[src/rtl/lcd_timed_writer.sv]
module lcd_timed_writer #(
  parameter int CLK_HZ   = 50_000_000,
  parameter int SETUP_NS = 100,
  parameter int EN_NS    = 500,
  parameter int HOLD_NS  = 20,
  parameter int GAP_NS   = 1200,
  parameter int FAST_NS  = 58_000,
  parameter int SLOW_NS  = 2_400_000
) (
  input  logic       clk,
  input  logic       rst,
  input  logic       in_valid,
  output logic       in_ready,
  input  logic [8:0] in_word,
  input  logic       in_mode4,
  input  logic       in_nibble,
  output logic       lcd_rs,
  output logic       lcd_rw,
  output logic       lcd_en,
  output logic [7:0] lcd_data
);

  function automatic int ns2cyc(input int ns);
    longint c;
    c = (longint'(ns) * longint'(CLK_HZ) + 64'd999_999_999) / 64'd1_000_000_000;
    return (c < 1) ? 1 : int'(c);
  endfunction

  localparam int SETUP_C = ns2cyc(SETUP_NS);
  localparam int EN_C    = ns2cyc(EN_NS);
  localparam int HOLD_C  = ns2cyc(HOLD_NS);
  localparam int GAP_C   = ns2cyc(GAP_NS);
  localparam int FAST_C  = ns2cyc(FAST_NS);
  localparam int SLOW_C  = ns2cyc(SLOW_NS);
  localparam int M1      = (SLOW_C > FAST_C) ? SLOW_C : FAST_C;
  localparam int M2      = (GAP_C > SETUP_C) ? GAP_C : SETUP_C;
  localparam int M3      = (EN_C > HOLD_C) ? EN_C : HOLD_C;
  localparam int M4      = (M1 > M2) ? M1 : M2;
  localparam int MAXC    = (M4 > M3) ? M4 : M3;
  localparam int CW      = $clog2(MAXC + 1);

  typedef enum logic [2:0] {S_IDLE, S_SETUP, S_PULSE, S_HOLD, S_WAIT} st_t;

  st_t         st;
  logic [CW-1:0] cnt;
  logic        rs_q, half_q, lo_q, single_q, slow_q;
  logic [7:0]  byte_q;

  wire take     = in_valid && (st == S_IDLE);
  wire idle_cmd = !in_word[8] && (in_word[7:0] == 8'h00);
  wire long_cmd = !in_word[8] && (in_word[7:2] == 6'd0) && !(in_mode4 && in_nibble);
  wire last     = (cnt == '0);

  assign in_ready = (st == S_IDLE);
  assign lcd_en   = (st == S_PULSE);
  assign lcd_rw   = 1'b0;
  assign lcd_rs   = rs_q;
  assign lcd_data = half_q ? {(lo_q ? byte_q[3:0] : byte_q[7:4]), 4'h0} : byte_q;

  always_ff @(posedge clk) begin
    if (rst) begin
      st       <= S_IDLE;
      cnt      <= '0;
      rs_q     <= 1'b0;
      byte_q   <= 8'h00;
      half_q   <= 1'b0;
      lo_q     <= 1'b0;
      single_q <= 1'b0;
      slow_q   <= 1'b0;
    end else begin
      case (st)
        S_IDLE: if (take) begin
          rs_q     <= in_word[8];
          byte_q   <= in_word[7:0];
          half_q   <= in_mode4;
          single_q <= in_mode4 && in_nibble;
          slow_q   <= long_cmd;
          lo_q     <= 1'b0;
          if (idle_cmd) begin
            st  <= S_WAIT;
            cnt <= CW'(SLOW_C - 1);
          end else begin
            st  <= S_SETUP;
            cnt <= CW'(SETUP_C - 1);
          end
        end
        S_SETUP: if (last) begin
          st  <= S_PULSE;
          cnt <= CW'(EN_C - 1);
        end else cnt <= cnt - 1'b1;
        S_PULSE: if (last) begin
          st  <= S_HOLD;
          cnt <= CW'(HOLD_C - 1);
        end else cnt <= cnt - 1'b1;
        S_HOLD: if (last) begin
          if (half_q && !lo_q && !single_q) begin
            lo_q <= 1'b1;
            st   <= S_SETUP;
            cnt  <= CW'(GAP_C - 1);
          end else begin
            st  <= S_WAIT;
            cnt <= slow_q ? CW'(SLOW_C - 1) : CW'(FAST_C - 1);
          end
        end else cnt <= cnt - 1'b1;
        S_WAIT: if (last) st <= S_IDLE;
          else cnt <= cnt - 1'b1;
        default: st <= S_IDLE;
      endcase
    end
  end

endmodule

[config.mk]
export PLATFORM = sky130hd
export DESIGN_NAME = lcd_timed_writer
export DESIGN_NICKNAME = d
export VERILOG_FILES = /design/src/rtl/lcd_timed_writer.sv
export SDC_FILE = /design/constraint.sdc
export NUM_CORES = 1
export LEC_CHECK = 0
export BUFFER_PORTS_ARGS = -buffer_cell sky130_fd_sc_hd__buf_2
export CELL_PAD_IN_SITES_DETAIL_PLACEMENT = 1
export CELL_PAD_IN_SITES_GLOBAL_PLACEMENT = 1
export CORE_UTILIZATION = 40
export DETAILED_ROUTE_END_ITERATION = 8
export PLACE_DENSITY = 0.86
export SYNTH_ARGS = -nofsm -noshare
export SYNTH_HDL_FRONTEND = slang
export SYNTH_SLANG_ARGS = --single-unit
[constraint.sdc]
create_clock -name clk -period 5.55 [get_ports clk]
set_clock_uncertainty 0.15 [all_clocks]
set_input_delay 0.2775 -clock clk [delete_from_list [all_inputs] [get_ports clk]]
set_output_delay 0.2775 -clock clk [all_outputs]
set_load 0.02 [all_outputs]
Word level (Yosys, flattened, before mapping):

Index checks and enable logic that the tools add are counted.

* bits in registers: 33
* bits of input ports: 14
* logic and storage cells: 64

* add/sub/neg operators: 1
* eq/ne operators: 11
* muxes and demuxes: 23
* reduce and logical (&&, ||, !) cells: 21

Operators with widths (count)
* $mux W17: 8
* $pmux W17 S5: 1
* $mux W3: 7
* $logic_not A17 Y1: 1
* $sub A17 B1 Y17 const B: 1
* $pmux W3 S5: 1
* $ne A2 B2 Y1 const B: 5
* $logic_not A8 Y1: 1
* $mux W8: 1
* $logic_and A1 B1 Y1: 7
* $eq A3 B2 Y1 const B: 2
* $logic_not A6 Y1: 1
* $reduce_and A5 Y1: 1
* $reduce_bool A5 Y1: 1
* $logic_not A1 Y1: 4
* $mux W4: 1
* $ne A2 B1 Y1 const B: 2
* $reduce_and A4 Y1: 1
* $eq A3 B1 Y1 const B: 1
* $eq A3 B3 Y1 const B: 1
* $logic_not A3 Y1: 1
* $mux W1: 3
* $reduce_and A3 Y1: 1
* $pmux W1 S2: 1
* other kinds (2): 2

Longest topological paths before layout:

* depth after elaboration: 6
* depth in mapped cells: 9
* gate-level depth less buffers: 7

Worst setup path before layout:

Ideal clock, no wire load.

* path kind: reg-to-reg
* start: reg cnt[0]
* end: reg cnt[10]
* arrival: 1891 ps
* data required time: 5314 ps
* setup slack: 3423 ps
* stages on the path, launching flop included: 10
* path through: dfxtp_1 inv_1 ha_1 nor4b_1 and4_1 buf_4 buf_2 a21oi_1 o21ai_0 a211oi_1

* longest elaborated chain between the ends: 3

Ends and longest elaborated chain
* from (decl): line 45 `logic [CW-1:0] cnt;`
* from (signal assigned): line 81 `cnt <= CW'(SLOW_C - 1);`
* from (signal assigned): line 84 `cnt <= CW'(SETUP_C - 1);`
* from (signal assigned): line 89 `cnt <= CW'(EN_C - 1);`
* $sub A17 B1 Y17 / $logic_not A17 Y1 (equally long branches)
* $mux W17, or another cell as far along: line 105 `S_WAIT: if (last) st <= S_IDLE;`
* $pmux W17 S5 / $reduce_and A3 Y1 (equally long branches)

Several ways; a longest one is shown, not always the timed one. The select of a mux whose other input is x is not followed.
A chain may end at the register's enable or synchronous reset.

Worst setup path after layout:

* start: reg st[2]
* end: reg cnt[15]

* longest elaborated chain between the ends: 4

Ends and longest elaborated chain
* from (decl): line 44 `st_t st;`
* from (signal assigned): line 62 `st <= S_IDLE;`
* from (signal assigned): line 80 `st <= S_WAIT;`
* from (signal assigned): line 83 `st <= S_SETUP;`
* $logic_not A3 Y1: line 49, 71
* $logic_and A1 B1 Y1: line 49 `wire take = in_valid && (st == S_IDLE);`
* $ne A2 B1 Y1 (no line)
* $reduce_and A3 Y1 (no line)

Several ways; a longest one is shown, not always the timed one.

==> flow_metrics.py <==
metrics = {
    "cells_and_area": {
        "fin_nets": 302,
        "fillers": 638,
        "antenna_cells": 0,
        "stdcell_area_sq_um": 2260,
        "seqCellArea_sq_um": 661,
        "multi_input_area_sq_um": 1270,
        "drive_gt1_share_pct": 14.3,
        "finalNonFillerCells": 354,
        "area_delta_synth_final_pct": 10.0,
    },
    "worst_setup_path": {
        "end_kind": "flop",
        "timing.rr.end": "cnt[15]",
        "slowest_delay_ps": 920,
        "startpoint_type": "flop",
        "crit_buf_inv": 0,
        "crit_required_ps": 5600,
        "timing.rr.start": "st[2]",
        "r2r_slack_ps": 2690,
        "cp_max_fo": 29,
        "crit_slowest_cell": "dfxtp_1",
        "cpMostUsedCell": "o21ai_0",
        "reg2regPathDepth": 5,
        "critPathKind": "flop to flop",
        "crit_chain": "or3_1, o21ai_0, a21oi_1, o21ai_0, a211oi_1",
        "crit_cells": 5,
        "worstPathArrival_ps": 2910,
        "critical_path.top_delay_family": "compound AO/OA/AOI/OAI gates",
    },
    "clock_tree": {
        "path_clk_slew_ps": 70,
        "htreeDepth": 2,
        "insertion_delay_ps": 290,
        "cts.sinks": 33,
        "tritoncts": "done",
        "ctsHoldBuffers": 0,
        "cts_made_buffers": 5,
        "ctsRootBufferMaster": "clkbuf_8",
        "post_cts_buffers": 0,
        "cts_resized": 0,
        "clockBufferDepth": 2,
    },
    "synthesis": {
        "synth_fa_ha_area_share_pct": 1.22,
        "yosysMostFrequentCell": "nand2_1",
        "syn-instance-count": 274,
        "syn-num-nets": 290,
        "synth_xor_area_share_pct": 2.56,
        "synth-simple-area-share_pct": 29.8,
        "synthFlopType": "dfxtp_1",
        "postSynthAreaPerCell_sq_um": 7.48,
        "syn_area_sq_um": 2050,
        "synth_compound_area_share_pct": 25.2,
        "async_reset_ff_share_pct": 0,
        "yosys.area.top_type": "dfxtp_1",
        "synthMuxAreaShare_pct": 3.23,
        "ys_seq_area_share_pct": 32.2,
        "synth_top_family_by_area": "simple AND/OR/NAND/NOR gates",
        "yosysWarnings": 0,
        "synth_edf_count": 0,
        "synth_cell_types": 52,
        "ys_seq_elements": 33,
        "synth_top_cell_area_share_pct": 32.2,
        "synthTopCellsByCount": "nand2_1 (38), dfxtp_1 (33), a21oi_1 (23)",
        "yosys-top-cells-area": "dfxtp_1 (32%), nand2_1 (7.0%), a21oi_1 (5.6%)",
    },
    "floorplanning": {
        "pin_count": 26,
        "start_util_pct": 42.6,
        "dieArea_sq_um": 5420,
        "core_sq_um": 4820,
        "die_y_microns": 73.6,
        "die_w_microns": 73.6,
        "num_rows": 25,
    },
    "global_routing": {
        "antenna_found_initial": 0,
        "grt_start_max_net_pins": 30,
        "grt-ovfl-total": 0,
        "first_global_vias": 2029,
        "grt_pass1_wl_microns": 10300,
        "grt_use_total_pct": 24.9,
    },
    "routing": {
        "drc_errors": 0,
        "wl_per_cell_microns": 17.6,
        "postRouteAntennaNets": 0,
        "vias_per_cell": 5.97,
        "dr.pass1.iters": 5,
        "num_vias": 2113,
        "drt-initial-drc-count": 120,
        "totalWireLength_microns": 6240,
    },
    "timing": {
        "max_freq_ghz": 0.350,
        "finalCritPeriodShare_pct": 51.6,
        "setup-violations-final": 0,
        "max_slew.worst_pin.slew_ps": 1020,
        "slew_headroom_pct": 31.8,
        "hold_violations": 0,
        "setup_tns_ps": 0,
        "slew_viol_final": 0,
        "fin_crit_ps": 2860,
        "holdWs_ps": 85.3,
        "rsz0062_at_grt": "no",
    },
    "power_and_ir_drop": {
        "ir_drop_uv": 289,
        "power_density_nw_per_um2": 610,
        "report.power.total_mw": 1.38,
        "p_leak_nw": 0.871,
    },
    "placed_design": {
        "hpwl_microns": 4440,
        "placed_area_sq_um": 2170,
        "portBuffers": 24,
        "place_congestion": 0.838,
        "placed_cells": 346,
    },
    "hold_path": {
        "min_from": "in_word[8]",
        "whs_path_depth": 3,
        "holdPathEnd": "lcd_rs",
        "hold_class": "input port to flop",
    },
    "run_status": {
        "outcome": "complete, no violations",
    },
    "job": {
        "drv_cap": 0,
    },
}
==> registers in the layout (all words and copies together) (netlist names) <==
signal	cells
lo_q	1
slow_q	1
half_q	1
cnt	17
lcd_rs	1
single_q	1
byte_q	8
st	3
==> worst register-to-register path: stages, from the launching register on <==
cell and delay (ps):
dfxtp_1 920, or3_1 440, o21ai_0 270, a21oi_1 530, o21ai_0 180, a211oi_1 280
==> routing by layer <==
layer  part of all wire [%]  GRT usage, %  vias up
li1                       -             -     1023
met1                     47          33.8     1022
met2                     47          39.7       62
met3                    5.4          5.08        6
met4                    1.1          7.48        0
met5                      0             0        -
==> final cells by class <==
class                      instances  area share (%)
multi-input combinational        213            56.5
sequential                        33            29.3
timing repair buffer              24            5.32
tap                               67            3.72
clock buffer                       6            3.22
inverter                           9            1.50
clock inverter                     2           0.444
==> report_power, final <==
group          internal [mW]  total, mW  switching, mW
combinational          0.283      0.800          0.517
clock                 0.0869      0.179         0.0916
sequential             0.301      0.398         0.0971
total                  0.671       1.38          0.706
==> worst max path at each step <==
stage | start | end | slack [ps]
after detailed placement | cnt[2] | cnt[11] | 2770
final | st[2] | cnt[15] | 2690
after floorplan | cnt[0] | cnt[10] | 3420
after global placement | cnt[0] | cnt[10] | 2870
after CTS | cnt[11] | cnt[11] | 2750
after global routing | cnt[11] | cnt[12] | 2480
==> metrics by stage <==
| step | utilization [%] | setup WS, ps |
|---|---|---|
| after floorplan | - | 3420 |
| after global placement | 45.1 | 2870 |
| after detailed placement | 45.1 | 2770 |
| after CTS | 46.8 | 2750 |
| after global routing | 46.8 | 2480 |
| final | 46.8 | 2690 |
==> cell families after synthesis <==
| family | Yosys count |
|---|---|
| compound gates | 80 |
| mux | 6 |
| buf+inv | 28 |
| other cells | 1 |
| simple gates | 118 |
| xor+xnor | 6 |
| flops | 33 |
| fa+ha+maj | 2 |
==> placed cells by master, fill, tap and decap left out, types with 2 or more instances in the layout <==
master,instances
nor3b_1,5
nor2b_1,5
a41oi_1,2
nor4_1,4
o21bai_1,2
xor2_1,3
dfxtp_1,33
a21oi_1,23
xnor2_1,3
o21ai_0,18
and3_1,5
nand4_1,7
nor2_1,19
ha_1,2
clkbuf_8,5
nand2_1,38
or3_1,2
nor3_1,12
inv_1,9
a311oi_1,2
or2_2,2
a32o_1,2
clkinv_2,2
buf_2,24
a31oi_1,9
nand2b_1,4
nand3_1,7
a221oi_1,2
o211ai_1,2
nand4b_1,3
a211oi_1,5
mux2_2,5
(Power assumes the default switching activity.)
